===== config.mk =====
export PLATFORM = sky130hd
export DESIGN_NAME = i2c_sclk_ctrl
export DESIGN_NICKNAME = d
export VERILOG_FILES = /design/src/rtl/i2c_sclk_pkg.sv /design/src/rtl/i2c_sclk_rate.sv /design/src/rtl/i2c_sclk_sync.sv /design/src/rtl/i2c_sclk_count.sv /design/src/rtl/i2c_sclk_ctrl.sv
export SDC_FILE = /design/constraint.sdc
export NUM_CORES = 1
export LEC_CHECK = 0
export CAP_MARGIN = 20
export CORE_MARGIN = 3
export CORE_UTILIZATION = 54
export CTS_BUF_LIST = sky130_fd_sc_hd__clkbuf_8
export DETAILED_ROUTE_END_ITERATION = 8
export GPL_TIMING_DRIVEN = 0
export MAX_ROUTING_LAYER = met4
export PLACE_DENSITY = 0.79
export SYNTH_ARGS = -nofsm -noshare
export SYNTH_HDL_FRONTEND = slang
export SYNTH_SLANG_ARGS = --single-unit

===== constraint.sdc =====
create_clock -name clk -period 2.5 [get_ports clk]
set_input_delay 0.5 -clock clk [delete_from_list [all_inputs] [get_ports clk]]
set_output_delay 0.5 -clock clk [all_outputs]
set_load 0.03 [all_outputs]

===== src/rtl/i2c_sclk_pkg.sv =====
package i2c_sclk_pkg;

    typedef enum logic [2:0] {
        ST_IDLE,
        ST_LOW,
        ST_HWAIT,
        ST_HIGH,
        ST_PARK
    } mst_state_e;

endpackage


===== src/rtl/i2c_sclk_rate.sv =====
module i2c_sclk_rate #(
    parameter int RATE_W     = 3,
    parameter int MIN_EXP    = 4,
    parameter int HIGH_EXTRA = 8,
    parameter int TMR_W      = 11
) (
    input  logic [RATE_W-1:0] rate_code,
    output logic [TMR_W-1:0]  low_len,
    output logic [TMR_W-1:0]  high_len
);
    localparam int N_CODE   = 2 ** RATE_W;
    localparam int TOP_CODE = N_CODE - 2;

    logic [TMR_W-1:0] len_tbl [N_CODE];

    // codes above the last valid one fold onto it
    for (genvar g = 0; g < N_CODE; g++) begin : g_len
        localparam int EXP = MIN_EXP + ((g > TOP_CODE) ? TOP_CODE : g);
        assign len_tbl[g] = TMR_W'(2 ** EXP);
    end

    assign low_len  = len_tbl[rate_code];
    assign high_len = len_tbl[rate_code] + TMR_W'(HIGH_EXTRA);

endmodule


===== src/rtl/i2c_sclk_sync.sv =====
module i2c_sclk_sync #(
    parameter int GLITCH_CYC = 16
) (
    input  logic clk,
    input  logic rst_n,
    input  logic scl_pin,
    input  logic sda_pin,
    output logic scl_sync,
    output logic scl_rise,
    output logic scl_fall,
    output logic start_pulse
);
    localparam int GW = $clog2(GLITCH_CYC + 1);

    typedef struct packed {
        logic          s1;
        logic          s2;
        logic          d1;
        logic          d2;
        logic          d3;
        logic          filt;
        logic [GW-1:0] gcnt;
        logic          rise;
        logic          fall;
        logic          start;
    } sync_t;

    sync_t q, d;

    always_comb begin
        d      = q;
        d.s1   = scl_pin;
        d.s2   = q.s1;
        d.d1   = sda_pin;
        d.d2   = q.d1;
        d.d3   = q.d2;
        d.rise = 1'b0;
        d.fall = 1'b0;
        if (q.s2 == q.filt) begin
            d.gcnt = '0;
        end else if (q.gcnt == GW'(GLITCH_CYC - 1)) begin
            d.gcnt = '0;
            d.filt = q.s2;
            d.rise = q.s2;
            d.fall = ~q.s2;
        end else begin
            d.gcnt = q.gcnt + GW'(1);
        end
        d.start = q.filt & q.d3 & ~q.d2;
    end

    always_ff @(posedge clk or negedge rst_n) begin
        if (!rst_n) begin
            q <= '{1'b1, 1'b1, 1'b1, 1'b1, 1'b1, 1'b1, '0, 1'b0, 1'b0, 1'b0};
        end else begin
            q <= d;
        end
    end

    assign scl_sync    = q.s2;
    assign scl_rise    = q.rise;
    assign scl_fall    = q.fall;
    assign start_pulse = q.start;

    AST_EDGE_SPACING: assert property (@(posedge clk) disable iff (!rst_n)
        q.rise |=> !q.fall);

endmodule


===== src/rtl/i2c_sclk_count.sv =====
module i2c_sclk_count #(
    parameter int CNT_W = 3
) (
    input  logic             clk,
    input  logic             rst_n,
    input  logic             cfg_we,
    input  logic [CNT_W-1:0] cfg_wdata,
    input  logic             start_clr,
    input  logic             ack_en,
    input  logic             inc,
    input  logic             clr,
    output logic [CNT_W-1:0] cfg_q,
    output logic             all_done
);
    localparam int FULL = 2 ** CNT_W;
    localparam int CW   = $clog2(FULL + 2);

    logic [CNT_W-1:0] cfg_d;
    logic [CW-1:0]    done_d, done_q;
    logic [CW-1:0]    data_bits, total;

    assign data_bits = (cfg_q == '0) ? CW'(FULL) : CW'(cfg_q);
    assign total     = data_bits + CW'(ack_en);
    assign all_done  = (done_q >= total);

    always_comb begin
        cfg_d  = cfg_q;
        done_d = done_q;
        if (start_clr) begin
            cfg_d = '0;
        end else if (cfg_we) begin
            cfg_d = cfg_wdata;
        end
        if (clr) begin
            done_d = '0;
        end else if (inc) begin
            done_d = done_q + CW'(1);
        end
    end

    always_ff @(posedge clk or negedge rst_n) begin
        if (!rst_n) begin
            cfg_q  <= '0;
            done_q <= '0;
        end else begin
            cfg_q  <= cfg_d;
            done_q <= done_d;
        end
    end

    AST_NO_OVERFLOW: assert property (@(posedge clk) disable iff (!rst_n)
        !(inc && !clr && done_q == '1));

endmodule


===== src/rtl/i2c_sclk_ctrl.sv =====
module i2c_sclk_ctrl
    import i2c_sclk_pkg::*;
#(
    parameter int RATE_W     = 3,
    parameter int CNT_W      = 3,
    parameter int MIN_EXP    = 4,
    parameter int HIGH_EXTRA = 8,
    parameter int GLITCH_CYC = 16
) (
    input  logic              clk,
    input  logic              rst_n,
    input  logic              master_en,
    input  logic              go,
    input  logic [RATE_W-1:0] rate_code,
    input  logic              ack_en,
    input  logic              cnt_we,
    input  logic [CNT_W-1:0]  cnt_wdata,
    input  logic              scl_in,
    input  logic              sda_in,
    output logic              scl_pull_low,
    output logic              bit_tick,
    output logic              byte_done,
    output logic              start_seen,
    output logic [CNT_W-1:0]  cnt_field
);
    localparam int TOP_CODE = 2 ** RATE_W - 2;
    localparam int MAX_EXP  = MIN_EXP + TOP_CODE;
    localparam int TMR_W    = $clog2(2 ** MAX_EXP + HIGH_EXTRA + 1);

    typedef struct packed {
        mst_state_e       st;
        logic [TMR_W-1:0] tmr;
        logic             drv;
        logic             tick;
        logic             done;
    } ctl_t;

    ctl_t q, d;

    logic [TMR_W-1:0] low_len, high_len;
    logic scl_sync, scl_rise, scl_fall;
    logic inc, clr, all_done;

    i2c_sclk_rate #(
        .RATE_W    (RATE_W),
        .MIN_EXP   (MIN_EXP),
        .HIGH_EXTRA(HIGH_EXTRA),
        .TMR_W     (TMR_W)
    ) u_rate (
        .rate_code(rate_code),
        .low_len  (low_len),
        .high_len (high_len)
    );

    i2c_sclk_sync #(
        .GLITCH_CYC(GLITCH_CYC)
    ) u_sync (
        .clk        (clk),
        .rst_n      (rst_n),
        .scl_pin    (scl_in),
        .sda_pin    (sda_in),
        .scl_sync   (scl_sync),
        .scl_rise   (scl_rise),
        .scl_fall   (scl_fall),
        .start_pulse(start_seen)
    );

    i2c_sclk_count #(
        .CNT_W(CNT_W)
    ) u_count (
        .clk      (clk),
        .rst_n    (rst_n),
        .cfg_we   (cnt_we),
        .cfg_wdata(cnt_wdata),
        .start_clr(start_seen),
        .ack_en   (ack_en),
        .inc      (inc),
        .clr      (clr),
        .cfg_q    (cnt_field),
        .all_done (all_done)
    );

    always_comb begin
        d      = q;
        d.tick = 1'b0;
        d.done = 1'b0;
        inc    = 1'b0;
        clr    = 1'b0;
        if (!master_en) begin
            // follower: count another master's filtered clock
            d.st  = ST_IDLE;
            d.drv = 1'b0;
            d.tmr = '0;
            if (scl_rise) begin
                d.tick = 1'b1;
                inc    = 1'b1;
            end
            if (scl_fall && all_done) begin
                d.done = 1'b1;
                clr    = 1'b1;
            end
            if (start_seen) begin
                clr = 1'b1;
            end
        end else begin
            unique case (q.st)
                ST_IDLE, ST_PARK: begin
                    if (go) begin
                        d.st  = ST_LOW;
                        d.drv = 1'b1;
                        d.tmr = low_len - TMR_W'(1);
                        clr   = 1'b1;
                    end
                end
                ST_LOW: begin
                    if (q.tmr == '0) begin
                        d.st  = ST_HWAIT;
                        d.drv = 1'b0;
                    end else begin
                        d.tmr = q.tmr - TMR_W'(1);
                    end
                end
                ST_HWAIT: begin
                    if (scl_sync) begin
                        d.st   = ST_HIGH;
                        d.tmr  = high_len - TMR_W'(1);
                        d.tick = 1'b1;
                        inc    = 1'b1;
                    end
                end
                ST_HIGH: begin
                    if (scl_sync) begin
                        if (q.tmr == '0) begin
                            d.drv = 1'b1;
                            if (all_done) begin
                                d.st   = ST_PARK;
                                d.done = 1'b1;
                                clr    = 1'b1;
                            end else begin
                                d.st  = ST_LOW;
                                d.tmr = low_len - TMR_W'(1);
                            end
                        end else begin
                            d.tmr = q.tmr - TMR_W'(1);
                        end
                    end
                end
                default: d.st = ST_IDLE;
            endcase
        end
    end

    always_ff @(posedge clk or negedge rst_n) begin
        if (!rst_n) begin
            q <= '{ST_IDLE, '0, 1'b0, 1'b0, 1'b0};
        end else begin
            q <= d;
        end
    end

    assign scl_pull_low = q.drv;
    assign bit_tick     = q.tick;
    assign byte_done    = q.done;

    AST_STRETCH_HOLD: assert property (@(posedge clk) disable iff (!rst_n)
        (master_en && q.st == ST_HIGH && !scl_sync) |=> ($stable(q.tmr) || !master_en));
    AST_START_CLEARS: assert property (@(posedge clk) disable iff (!rst_n)
        start_seen |=> (cnt_field == '0));
    AST_DONE_PULSE: assert property (@(posedge clk) disable iff (!rst_n)
        byte_done |=> !byte_done);
    AST_TICK_NOT_DONE: assert property (@(posedge clk) disable iff (!rst_n)
        !(bit_tick && byte_done));

endmodule


### Word-level counts from Yosys, hierarchy flattened

Memories as Yosys holds them, arrays and structs flattened.
Cells that the tools add are included.
Widths: inputs -> output; s select.

* word-level logic and storage cells: 98
* bits in registers: 38
* memories: 1
* input port bits: 14
* output and inout port bits: 7
* memory bits (read-only): 88

Memories
* (name not given): words 8, width 11, read ports 1, clocked after memory_dff 0, write ports 0, RTL line i2c_sclk_rate.sv:22 `assign low_len = len_tbl[rate_code];`

* reduce and logical (&&, ||, !) cells: 11
* order comparisons: 2
* mux-type cells: 39
* eq/ne operators: 15
* bitwise operators: 6
* add/sub/neg operators: 7

Operators with widths (number)
* $mux 11: 5
* $pmux 11 s4: 1
* $sub 11x1->11 const B: 3
* $mux 15: 2
* $mux 17: 1
* $mux 3: 5
* $mux 1: 14
* $mux 14: 1
* $mux 4: 3
* $ne 3x3->1 const B: 4
* $pmux 3 s4: 1
* $add 11x4->11 const B: 1
* $logic_not 11->1: 1
* $mux 5: 2
* $reduce_and 5->1: 2
* $eq 3x2->1 const B: 2
* $logic_not 3->1: 2
* $ne 3x2->1 const B: 2
* $reduce_and 6->1: 1
* $add 5x1->5 const B: 1
* $eq 5x4->1 const B: 1
* $ne 5x1->1 const B: 1
* $add 4x1->4: 1
* $add 4x1->4 const B: 1
* 17 further kinds: 22

### Longest topological paths before layout

* depth after elaboration: 10
* depth in mapped cells: 13
* gate-level depth less buffers: 10

### Modules after synthesis

Synthesis repeated with hierarchy kept, for this count alone.

* cells, all modules: 307
* area total of the unflattened synthesis: 2813.9 um^2

By module, submodules not included
* i2c_sclk_ctrl: times used 1, cells each 209, area an instance 1712.9 um^2
* i2c_sclk_sync: times used 1, cells each 32, area an instance 490.5 um^2
* i2c_sclk_count: times used 1, cells each 42, area an instance 435.4 um^2
* i2c_sclk_rate: times used 1, cells each 24, area an instance 175.2 um^2

### Worst setup path after synthesis

OpenSTA, ideal clock, no wires.

* path type: reg2reg
* start point: reg u_count.cfg_q[0]
* end point: reg q[7] in the netlist's numbering
* data arrival time: 2.607 ns
* slack: -0.172 ns
* required time: 2.435 ns
* buffers on the path: 2
* cell stages (with the launch flop): 12
* period minus slack after synthesis: 2.672 ns
* path through: dfrtp_1 -> clkbuf_1 -> ha_1 -> ha_1 -> inv_1 -> ha_1 -> a2111oi_0 -> o21ai_0 -> a21oi_1 -> buf_2 -> nor4bb_1 -> a31o_2

* word-level cells in the longest chain between the ends: 6

RTL lines
* from (decl): RTL line i2c_sclk_count.sv:12 `output logic [CNT_W-1:0] cfg_q,`
* from (signal assigned): RTL line i2c_sclk_count.sv:46 `cfg_q <= cfg_d;`
* $logic_not 3->1: RTL line i2c_sclk_count.sv:22 `assign data_bits = (cfg_q == '0) ? CW'(FULL) : CW'(cfg_q);`
* $mux 4 *: RTL line i2c_sclk_count.sv:22
* $add 4x1->4 *: RTL line i2c_sclk_count.sv:23 `assign total = data_bits + CW'(ack_en);`
* $ge 4x4->1 *: RTL line i2c_sclk_count.sv:24 `assign all_done = (done_q >= total);`
* $ne 4x4->1 (no line) *
* $reduce_and 6->1 (no line) *
* to (signal assigned): RTL line i2c_sclk_ctrl.sv:155 `q <= '{ST_IDLE, '0, 1'b0, 1'b0, 1'b0};`
* to (decl): RTL line i2c_sclk_ctrl.sv:38 `ctl_t q, d;`

Every way passes the cells marked *; elsewhere a longest branch is shown, timed or not.
A chain may end at the register's enable or synchronous reset.

### Worst setup path in the final report

* start point: reg u_count.cfg_q[0]
* end point: reg q[11] in the netlist's numbering

Same word-level chain as after synthesis.

==> out/metrics.csv <==
stage;metric;value;unit
sta;fin_crit_sh;97.80;%
floorplan;die_h;71.51;um
yosys;synth.area.top_cells;dfrtp_1, dfstp_2, ha_1, nor2_1, a21oi_1;
sta;hold_slack;298.0;ps
yosys;syn_nets;280;
finish;layout-drive-gt1-share;23.71;%
floorplan;io_pins;21;
yosys;synth_area_leader_cell;dfrtp_1;
sta;max_freq;409.0;MHz
routing;vias_per_cell;6.211;
power;finalPower;1845;uW
yosys;syn_inst;255;
worst_setup_path;required;2710;ps
placed_design;place_inst;324;
floorplan;die_x;71.51;um
yosys;synth-seq-cells;38;
sta;worst_slew_pin_slew;823.2;ps
yosys;synth_area;0.002317;mm2
yosys;yosysSeqAreaShare;41.36;%
grt;grt_max_degree;39;
finish;final_cells;341;
routing;drc;0;
floorplan;core_area;0.004058;mm2
outcome;status;complete, no violations;
routing;drtIter0Drc;214;
grt;grt_pass1_wl;8728;um
yosys;syn_avg_cell_area;9.087;um2
yosys;synth_most_common_cell;dfrtp_1;
yosys;synth_edf_count;0;
sta;finalHoldViolCount;0;
floorplan;start_util;57.11;%
placed_design;dpl.hpwl;3679;um
routing;wl_per_cell;16.09;um
sta;layout_setup_ws;55.09;ps
job;cap_viol_max_count;0;
clocking;ctsHoldBuffers;0;
routing;firstDrtPassIters;5;
sta;period_needed;2445;ps
floorplan;num_rows;23;
yosys;synth_top_flop_cell;dfrtp_1;
clocking;clkSinkCount;38;
sta;rsz0062_at_grt;true;
sta;relSlewSlack;45.12;%
worst_setup_path;critPathLaunchType;flop;
placed_design;gp_congestion;0.9155;
yosys;synth_common_cells;dfrtp_1, nor2_1, nand2_1, a21oi_1;
worst_setup_path;reg2reg_depth;12;
finish;finalNetCount;315;
clocking;cts_tree;done;
finish;diodes;0;
power;ir_worst_vdd;0.4399;mV
worst_setup_path;cp-end-kind;flop;
sta;setup_viol_count_final;0;
clocking;htreeDepth;2;
grt;grt.total_usage;22.23;%
worst_setup_path;path_max_fanout;6;
routing;final_antenna_net_count;0;
clocking;clock_path_buffers;2;
grt;antenna_found_initial;0;
grt;grt_pass1_vias;1808;
sta;finalMaxSlewViolations;0;
routing;drt_wl_total;5487;um
power;p_leak;0.001224;uW
clocking;clk_pin_slew_worst_paths;80;ps
clocking;cts_root_buffer;clkbuf_8;
yosys;yosysWarnings;0;
yosys;yosysTopAreaCellShare;34.56;%
worst_setup_path;arrival;2660;ps
power;power.density;626.9;mW/mm2
sta;finClkSkew;6.205;ps
floorplan;dieArea;0.005113;mm2
placed_design;place_ws;-551.5;ps
routing;via_count;2118;
grt;grt_overflow_total;0;
finish;syn_to_final_growth;27.00;%
clocking;insertion_delay;290;ps
worst_setup_path;critPathKind;flop to flop;
yosys;async_flop_share;100.0;%
yosys;synth_cell_types;59;
hold_path;holdCritPathClass;input port to async pin;
clocking;cts_made_buffers;5;
placed_design;io_buffers;19;
==> layer usage <==
metal	up-vias	GRT usage (%)	wire (um)
met5	-	-	0
met4	0	6.681	99
met3	14	3.647	372
met2	96	32.55	2492
met1	1022	31.82	2522
li1	986	-	-
==> power by group <==
group	leakage [uW]	total (uW)	switching, uW	internal [uW]
Clock	0.0000504	534	237	297
Sequential	0.000487	730	62.9	667
Combinational	0.000686	581	311	270
==> through the flow <==
step	setup TNS, ps	utilization, %	instance area (um2)
finish	0	72.53	2943
global route	-59.15	72.53	2943
CTS	0	69.16	2806
detailed placement	-6808	64.60	2621
global placement	-6590	64.72	2626
floorplan	0	-	2374
==> worst max-delay path: stages, from the launching register on <==
cell	delay, ps
dfrtp_2	440
ha_4	170
ha_4	160
xnor2_2	120
ha_1	270
or2_4	230
a21oi_2	130
o21ai_1	100
a21oi_2	230
buf_6	170
buf_6	120
o21ai_0	70
a21oi_1	170
==> layout make-up <==
cell class	instances	area, um2
clock buffer	5	68.82
tap	50	62.56
clock inverter	3	45.04
timing repair buffer	30	269.0
fill	309	1115
multi-input combinational	190	1413
buffer	13	80.08
inverter	12	45.04
sequential	38	959.7
==> path summary, 6_finish.rpt <==
check,startpoint,end,slack (ps)
setup / recovery,u_count.cfg_q[0]$_DFFE_PN0P_,q[11]$_DFFE_PN0P_,60
hold / removal,rst_n,u_count.cfg_q[0]$_DFFE_PN0P_,300
setup reg to reg,u_count.cfg_q[0]$_DFFE_PN0P_,q[11]$_DFFE_PN0P_,60
hold reg to reg,u_sync.d[10]$_DFF_PN1_,u_sync.d[9]$_DFF_PN1_,360
max in group asynchronous,rst_n,u_count.cfg_q[0]$_DFFE_PN0P_,1650
min in group clk,u_sync.d[10]$_DFF_PN1_,u_sync.d[9]$_DFF_PN1_,360
==> state kept, by name, indices dropped and copies added, names as in the netlist <==
name,flops
u_sync.scl_fall,1
u_sync.start_pulse,1
u_sync.scl_rise,1
u_sync.q,7
bit_tick,1
scl_pull_low,1
byte_done,1
u_sync.scl_sync,1
q,14
u_count.cfg_q,3
u_sync.d,3
u_count.done_q,4
==> cell usage in the layout, fill, tap and decap left out, drive strengths merged, types with 3 or more instances in the layout <==
cell type / instances
dfrtp: 32
nor2: 26
nand2: 23
a21oi: 19
buf: 17
clkdlybuf4s50: 14
clkbuf: 13
inv: 11
o21ai: 11
ha: 11
nand3: 7
dfstp: 6
a211oi: 6
nand2b: 6
nor3b: 5
xor2: 5
nor3: 5
or2: 5
nor2b: 4
mux2i: 4
or3: 4
nor4: 4
a31o: 4
nand4: 3
o22ai: 3
==> what timing repair did <==
item / 4_1_cts / 5_1_grt
setup buffers: 3 / 6
resized for setup: 15 / 19
cloned: 2 / 0
pin swaps: 8 / 18
setup endpoints to repair: 12 / 14
==> cell families after synthesis <==
logic type	Yosys count	share of synthesized area (%)
buf+inv	27	5.183
xor+xnor	7	2.646
flops	38	41.36
fa+ha+maj	11	5.939
mux	5	2.214
simple gates	103	23.92
compound gates	64	18.74
No activity file was read; power rests on OpenSTA's default activity.
